## src/rtl/cec_pkg.sv

```systemverilog
package cec_pkg;

  typedef enum logic [4:0] {
    EV_LOAD          = 5'd0,
    EV_STORE         = 5'd1,
    EV_WRITEBACK     = 5'd2,
    EV_IN_DATA_ACK   = 5'd3,
    EV_IN_ACK        = 5'd4,
    EV_INV           = 5'd5,
    EV_PEER_RD       = 5'd6,
    EV_PEER_WR       = 5'd7,
    EV_RECALL_OTHER  = 5'd8,
    EV_RECALL_OWN    = 5'd9,
    EV_EVICT         = 5'd10,
    EV_FILL          = 5'd11,
    EV_FILL_EXCL     = 5'd12,
    EV_FILL_PEER     = 5'd13,
    EV_FILL_LAST     = 5'd14,
    EV_ACK           = 5'd15,
    EV_ACK_LAST      = 5'd16,
    EV_WB_DONE       = 5'd17
  } ev_e;

  localparam logic [4:0] LS_INVALID    = 5'd0;
  localparam logic [4:0] LS_SH_INNER   = 5'd1;
  localparam logic [4:0] LS_EX_INNER   = 5'd3;
  localparam logic [4:0] LS_MOD_INNER  = 5'd5;
  localparam logic [4:0] LS_WAIT_SH    = 5'd7;
  localparam logic [4:0] LS_SH_RCL     = 5'd12;
  localparam logic [4:0] LS_EX_RCL     = 5'd13;
  localparam logic [4:0] LS_MOD_RCL    = 5'd14;
  localparam logic [4:0] LS_UPG_RCL    = 5'd16;

  localparam logic [2:0] RT_DATA      = 3'd0;
  localparam logic [2:0] RT_DATA_EXCL = 3'd1;
  localparam logic [2:0] RT_ACK       = 3'd2;
  localparam logic [2:0] RT_WB_ACK    = 3'd3;

  localparam logic [1:0] FT_INV  = 2'd0;
  localparam logic [1:0] FT_READ = 2'd1;
  localparam logic [1:0] FT_WRITE = 2'd2;
  localparam logic [1:0] FT_UPG  = 2'd3;

  localparam logic [2:0] IT_READ     = 3'd0;
  localparam logic [2:0] IT_WRITE    = 3'd1;
  localparam logic [2:0] IT_UPG      = 3'd2;
  localparam logic [2:0] IT_WB       = 3'd3;
  localparam logic [2:0] IT_INV_DATA = 3'd4;
  localparam logic [2:0] IT_INV_ACK  = 3'd5;

  localparam int NUM_Q = 3;
  localparam int Q_RSP = 0;
  localparam int Q_FWD = 1;
  localparam int Q_INR = 2;

  function automatic logic inner_holds(input logic [4:0] st);
    case (st)
      LS_SH_INNER, LS_EX_INNER, LS_MOD_INNER,
      LS_SH_RCL, LS_EX_RCL, LS_MOD_RCL, LS_UPG_RCL: inner_holds = 1'b1;
      default: inner_holds = 1'b0;
    endcase
  endfunction

endpackage

```

## src/rtl/cec_prio_arb.sv

```systemverilog
module cec_prio_arb #(
  parameter int NQ = 3
) (
  input  logic [NQ-1:0] req,
  output logic [NQ-1:0] pick
);
  logic [NQ-1:0] above;

  assign above[0] = 1'b0;

  for (genvar i = 0; i < NQ; i++) begin : g_slot
    assign pick[i] = req[i] & ~above[i];
    if (i + 1 < NQ) begin : g_chain
      assign above[i+1] = above[i] | req[i];
    end
  end
endmodule

```

## src/rtl/cec_onehot_mux.sv

```systemverilog
module cec_onehot_mux #(
  parameter int NQ = 3,
  parameter int W  = 32
) (
  input  logic [NQ*W-1:0] din,
  input  logic [NQ-1:0]   sel,
  output logic [W-1:0]    dout
);
  always_comb begin
    dout = '0;
    for (int i = 0; i < NQ; i++) begin
      if (sel[i]) dout = dout | din[i*W +: W];
    end
  end
endmodule

```

## src/rtl/cec_classify.sv

```systemverilog
module cec_classify
  import cec_pkg::*;
#(
  parameter int ACK_W = 4
) (
  input  logic [NUM_Q-1:0] pick,
  input  logic [2:0]       rsp_type,
  input  logic             rsp_from_peer,
  input  logic [ACK_W-1:0] rsp_acks,
  input  logic [1:0]       fwd_type,
  input  logic [2:0]       inr_type,
  input  logic [4:0]       line_state,
  input  logic             line_hit,
  input  logic             way_free,
  input  logic             victim_valid,
  input  logic [4:0]       victim_state,
  input  logic [ACK_W-1:0] pend_acks,
  output ev_e              code,
  output logic             use_victim,
  output logic             bad_type
);
  logic acks_done;
  logic held_fwd;
  logic held_vic;

  assign acks_done = (pend_acks == rsp_acks);
  assign held_fwd  = line_hit & inner_holds(line_state);
  assign held_vic  = victim_valid & inner_holds(victim_state);

  always_comb begin
    code       = EV_LOAD;
    use_victim = 1'b0;
    bad_type   = 1'b0;
    if (pick[Q_RSP]) begin
      case (rsp_type)
        RT_DATA: begin
          if (line_state == LS_WAIT_SH && rsp_from_peer) code = EV_FILL_PEER;
          else if (acks_done)                             code = EV_FILL_LAST;
          else                                            code = EV_FILL;
        end
        RT_DATA_EXCL: code = EV_FILL_EXCL;
        RT_ACK:       code = acks_done ? EV_ACK_LAST : EV_ACK;
        RT_WB_ACK:    code = EV_WB_DONE;
        default:      bad_type = 1'b1;
      endcase
    end else if (pick[Q_FWD]) begin
      if (held_fwd) begin
        code = EV_RECALL_OTHER;
      end else begin
        case (fwd_type)
          FT_INV:  code = EV_INV;
          FT_READ: code = EV_PEER_RD;
          default: code = EV_PEER_WR;
        endcase
      end
    end else if (pick[Q_INR]) begin
      case (inr_type)
        IT_INV_DATA: code = EV_IN_DATA_ACK;
        IT_INV_ACK:  code = EV_IN_ACK;
        IT_READ, IT_WRITE, IT_UPG, IT_WB: begin
          if (line_hit || way_free) begin
            if (inr_type == IT_READ)    code = EV_LOAD;
            else if (inr_type == IT_WB) code = EV_WRITEBACK;
            else                        code = EV_STORE;
          end else begin
            use_victim = 1'b1;
            code = held_vic ? EV_RECALL_OWN : EV_EVICT;
          end
        end
        default: bad_type = 1'b1;
      endcase
    end
  end
endmodule

```

## src/rtl/coh_event_classifier.sv

```systemverilog
module coh_event_classifier
  import cec_pkg::*;
#(
  parameter int ADDR_W = 32,
  parameter int ACK_W  = 4
) (
  input  logic              clk,
  input  logic              rst,
  input  logic              rsp_valid,
  input  logic [2:0]        rsp_type,
  input  logic              rsp_from_peer,
  input  logic [ACK_W-1:0]  rsp_acks,
  input  logic [ADDR_W-1:0] rsp_addr,
  input  logic              fwd_valid,
  input  logic [1:0]        fwd_type,
  input  logic [ADDR_W-1:0] fwd_addr,
  input  logic              inr_valid,
  input  logic [2:0]        inr_type,
  input  logic [ADDR_W-1:0] inr_addr,
  input  logic [4:0]        line_state,
  input  logic              line_hit,
  input  logic              way_free,
  input  logic [ADDR_W-1:0] victim_addr,
  input  logic              victim_valid,
  input  logic [4:0]        victim_state,
  input  logic [ACK_W-1:0]  pend_acks,
  input  logic              ctl_stall,
  output logic [ADDR_W-1:0] lookup_addr,
  output logic              deq_rsp,
  output logic              deq_fwd,
  output logic              deq_inr,
  output logic              ev_valid,
  output logic [4:0]        ev_code,
  output logic [ADDR_W-1:0] ev_addr,
  output logic              err_sticky
);
  logic [NUM_Q-1:0]        req;
  logic [NUM_Q-1:0]        pick;
  logic [NUM_Q*ADDR_W-1:0] addr_bus;
  ev_e                     code;
  logic                    use_victim;
  logic                    bad_type;
  logic                    go;

  assign req[Q_RSP] = rsp_valid;
  assign req[Q_FWD] = fwd_valid;
  assign req[Q_INR] = inr_valid;

  assign addr_bus[Q_RSP*ADDR_W +: ADDR_W] = rsp_addr;
  assign addr_bus[Q_FWD*ADDR_W +: ADDR_W] = fwd_addr;
  assign addr_bus[Q_INR*ADDR_W +: ADDR_W] = inr_addr;

  cec_prio_arb #(.NQ(NUM_Q)) u_arb (
    .req  (req),
    .pick (pick)
  );

  cec_onehot_mux #(.NQ(NUM_Q), .W(ADDR_W)) u_mux (
    .din  (addr_bus),
    .sel  (pick),
    .dout (lookup_addr)
  );

  cec_classify #(.ACK_W(ACK_W)) u_cls (
    .pick          (pick),
    .rsp_type      (rsp_type),
    .rsp_from_peer (rsp_from_peer),
    .rsp_acks      (rsp_acks),
    .fwd_type      (fwd_type),
    .inr_type      (inr_type),
    .line_state    (line_state),
    .line_hit      (line_hit),
    .way_free      (way_free),
    .victim_valid  (victim_valid),
    .victim_state  (victim_state),
    .pend_acks     (pend_acks),
    .code          (code),
    .use_victim    (use_victim),
    .bad_type      (bad_type)
  );

  assign go      = (|pick) & ~ctl_stall;
  assign deq_rsp = go & pick[Q_RSP];
  assign deq_fwd = go & pick[Q_FWD];
  assign deq_inr = go & pick[Q_INR] & ~use_victim;

  always_ff @(posedge clk) begin
    if (rst) begin
      ev_valid   <= 1'b0;
      err_sticky <= 1'b0;
    end else begin
      ev_valid   <= go & ~bad_type;
      err_sticky <= err_sticky | (go & bad_type);
    end
    ev_code <= code;
    ev_addr <= use_victim ? victim_addr : lookup_addr;
  end
endmodule

```

## config.mk

```make
export PLATFORM = sky130hd
export DESIGN_NAME = coh_event_classifier
export DESIGN_NICKNAME = d
export VERILOG_FILES = /design/src/rtl/cec_pkg.sv /design/src/rtl/cec_prio_arb.sv /design/src/rtl/cec_onehot_mux.sv /design/src/rtl/cec_classify.sv /design/src/rtl/coh_event_classifier.sv
export SDC_FILE = /design/constraint.sdc
export NUM_CORES = 1
export LEC_CHECK = 0
export ABC_AREA = 1
export BUFFER_PORTS_ARGS = -buffer_cell sky130_fd_sc_hd__buf_4
export CAP_MARGIN = 0
export CORE_AREA = 2 2 92 94
export CTS_CLUSTER_DIAMETER = 80
export CTS_CLUSTER_SIZE = 10
export DETAILED_ROUTE_END_ITERATION = 12
export DIE_AREA = 0 0 94 96
export HOLD_SLACK_MARGIN = 0.03
export PLACE_DENSITY = 0.65
export REMOVE_ABC_BUFFERS = 1
export SLEW_MARGIN = 20
export SYNTH_ARGS = -nofsm -noshare
export SYNTH_HDL_FRONTEND = slang
export SYNTH_SLANG_ARGS = --single-unit
```

## constraint.sdc

```tcl
create_clock -name clk -period 1.4 [get_ports clk]
set_input_delay 0.14 -clock clk [delete_from_list [all_inputs] [get_ports clk]]
set_output_delay 0.14 -clock clk [all_outputs]
set_load 0.005 [all_outputs]
```

==> flow_metrics.py <==
metrics = {
    "status": {
        "status": "finished, final reports clean",
    },
    "cts": {
        "clkTransAtPathRegs_ns": 0.08,
        "cts-buffers-inserted": 5,
        "post_cts_repair_resize_count": 0,
        "setup_buffers_after_cts": 0,
        "clock-sinks": 39,
        "clk_latency_ns": 0.28,
        "cts-root-buf": "sky130_fd_sc_hd__clkbuf_8",
        "cts_tree": "done",
        "ctsLongestPathBuffers": 2,
        "ctsHoldBuffers": 0,
        "h-tree-depth": 2,
    },
    "synth": {
        "synthAdderAreaFrac_pct": 0,
        "postSynthRegisterBits": 39,
        "largest_family_of_logic_cells_by_synthesized_area": "simple AND/OR/NAND/NOR gates",
        "ys_top_cells_by_area": "sky130_fd_sc_hd__nand2_1 (39%), sky130_fd_sc_hd__dfxtp_1 (33%), sky130_fd_sc_hd__nand3_1 (8.1%)",
        "synth_top_area_cell": "sky130_fd_sc_hd__nand2_1",
        "async_flop_share_pct": 0,
        "netlist_instances": 404,
        "sequential_to_total_area_share_from_yosys_stat_pct": 33.4,
        "synth_top_area_share_pct": 38.5,
        "fraction_of_synthesized_cell_area_in_xor_and_xnor_cells_pct": 0,
        "syn_area_um2": 2340,
        "simple_gate_area_share_of_the_yosys_netlist_pct": 54.9,
        "synth.distinct_cells": 24,
        "muxShareOfSynthArea_pct": 0,
        "post-synth-top-count-cell": "sky130_fd_sc_hd__nand2_1",
        "synth_edf_count": 0,
        "synthesis.area_per_instance_um2": 5.79,
        "yosysWarnings": 0,
        "synth_top_cells_by_count": "sky130_fd_sc_hd__nand2_1 (240), sky130_fd_sc_hd__dfxtp_1 (39), sky130_fd_sc_hd__nand3_1 (38)",
        "synth_compound_gate_area_share_pct": 2.41,
        "postSynth.topFlopCell": "sky130_fd_sc_hd__dfxtp_1",
    },
    "sta": {
        "fmaxAchievable_ghz": 0.795,
        "max-slew-margin-rel_pct": 79.1,
        "fin_crit_ns": 1.26,
        "timing.final.setup_violations": 0,
        "drv_slew": 0,
        "timing.clock.skew_ns": 0,
        "final_cycle_share_pct": 89.9,
        "setup_tns_ns": 0,
        "grt_setup_unrepaired": "false",
        "worst_hold_slack_ns": 0.0405,
        "worst_pin_slew_ns": 0.313,
        "hold_vio_cnt_final": 0,
    },
    "detailed_routing": {
        "drt.antenna.violating_nets": 0,
        "via_count": 3308,
        "viasPerCell": 4.43,
        "drc_errors": 0,
        "first_iter_violations": 55,
        "route.detailed.wl_per_inst_um": 12.5,
        "drt-pass1-iter-count": 4,
        "wirelength_mm": 9.35,
    },
    "layout": {
        "post_route_cells_drive_above_1_share_pct": 40.8,
        "multi_input_comb_area_um2": 1340,
        "layout-area-overhead-vs-synth_pct": 86.3,
        "antenna_diode_count": 0,
        "nets": 805,
        "area.sequential_um2": 781,
        "final_cells": 747,
        "final.fill_count": 827,
    },
    "critical_path": {
        "critical_path_required_ns": 1.26,
        "worst-path-max-fanout": 15,
        "worst-setup-path-type": "input pin to output pin",
        "cp-end-kind": "output pin",
        "arrival_time_of_data_at_the_critical_path_endpoint_ns": 1.12,
        "critical_path.startpoint_type": "input pin",
    },
    "pwr": {
        "p_sw_w": 0.000853,
        "internal_power_w": 0.00220,
        "share_seq_of_total_power_pct": 40.8,
        "power_frac_comb_pct": 34.8,
        "power.share.clock_pct": 24.4,
        "peakVddDrop_v": 0.000367,
        "totalPowerFinal_w": 0.00305,
        "swShare_pct": 28.0,
        "p_per_area_nw_per_um2": 701,
        "leakagePower_nw": 2.48,
    },
    "global_route": {
        "grt_pass1_vias": 2932,
        "grt_overflow_total": 0,
        "grt.total_usage_pct": 19.0,
        "antenna_found_initial": 0,
        "grt_first_pass_wirelength_mm": 13.5,
        "grt_start_max_net_pins": 20,
    },
    "floorplan": {
        "die_area_um2": 9020,
        "top_level_ports": 238,
        "fp.dieH_um": 96,
        "placement_rows": 33,
        "floorplan.initialDensity_pct": 29.0,
        "core_area_um2": 8050,
        "die_width_um": 94,
    },
    "placed_design": {
        "placed_cells": 739,
        "globalplace.congestion": 0.791,
        "number_of_input_and_output_port_buffers_inserted": 237,
        "dp_hpwl_mm": 7.78,
    },
    "hold_path": {
        "hold_class": "input pin to flip-flop",
    },
    "flow_run": {
        "cap_viol_max_count": 0,
    },
}
-- flip-flops by register name, indices dropped and copies added, names as in the netlist --
name and cells:
ev_addr 32, ev_code 5, err_sticky 1, ev_valid 1
-- layout make-up --
class	count	area share (%)
inverter	25	2.21
clock buffer	6	1.67
multi-input combinational	324	30.8
timing repair buffer	246	44.1
tap	105	3.02
clock inverter	2	0.287
sequential	39	17.9
-- power groups by stage --
stage | combinational [W] | clock, W | sequential (W)
final | 0.00106 | 0.000744 | 0.00124
after detailed placement | 0.00107 | 0 | 0.00127
after global routing | 0.00117 | 0.000818 | 0.00125
after CTS | 0.00108 | 0.000773 | 0.00125
after floorplan | 0.000283 | 0 | 0.00128
after global placement | 0.00106 | 0 | 0.00127
-- worst max-delay path, cell delays in order --
cell	delay (ns)
sky130_fd_sc_hd__buf_4	0.11
sky130_fd_sc_hd__inv_1	0.04
sky130_fd_sc_hd__nand2_1	0.11
sky130_fd_sc_hd__nor3_4	0.33
sky130_fd_sc_hd__buf_12	0.19
sky130_fd_sc_hd__nor3_1	0.05
sky130_fd_sc_hd__buf_4	0.13
-- path summary, 6_finish.rpt --
path	start	endpoint	slack (ns)	depth (start not counted)
setup / recovery	line_hit	deq_inr	0.14	7
hold / removal	victim_addr[3]	ev_addr[3]	0.04	3
setup reg to reg	err_sticky	err_sticky	0.81	2
hold reg to reg	err_sticky	err_sticky	0.48	2
-- cells in the final DEF, fill, tap and decap left out, types with 2 or more instances in the layout --
master,synthesis,final
sky130_fd_sc_hd__nand2_1,240,240
sky130_fd_sc_hd__a21oi_1,3,3
sky130_fd_sc_hd__nor2_1,24,24
sky130_fd_sc_hd__buf_4,0,240
sky130_fd_sc_hd__nand4_1,3,3
sky130_fd_sc_hd__inv_2,3,3
sky130_fd_sc_hd__clkbuf_8,0,5
sky130_fd_sc_hd__or2_2,2,2
sky130_fd_sc_hd__nor3_1,2,2
sky130_fd_sc_hd__o21ai_0,3,3
sky130_fd_sc_hd__buf_12,0,6
sky130_fd_sc_hd__dfxtp_1,39,39
sky130_fd_sc_hd__inv_1,21,21
sky130_fd_sc_hd__nand3_1,38,38
-- cell families after synthesis --
group / count (synthesis)
and+or+nand+nor: 314
buffers and inverters: 41
DFF: 39
AOI/OAI and AO/OA: 10
-- per-stage QoR --
| step | setup WS [ns] | cell area, µm² | util (%) |
|---|---|---|---|
| detailed placement | 0.0642 | 4270 | 53.0 |
| finish | 0.142 | 4360 | 54.1 |
| floorplan | -0.132 | 2220 | - |
| CTS | 0.131 | 4360 | 54.1 |
| global route | 0.0622 | 4360 | 54.1 |
| global placement | 0.101 | 4270 | 53.0 |
-- routing by layer --
| metal | GRT usage [%] | up-vias | share of wire (%) |
|---|---|---|---|
| li1 | - | 1712 | - |
| met1 | 20.8 | 1450 | 38 |
| met4 | 4.59 | 0 | 1.3 |
| met2 | 36.7 | 138 | 52 |
| met5 | 0 | - | 0 |
| met3 | 4.70 | 8 | 8.2 |
Note: power is estimated with default switching activity, not from simulation.
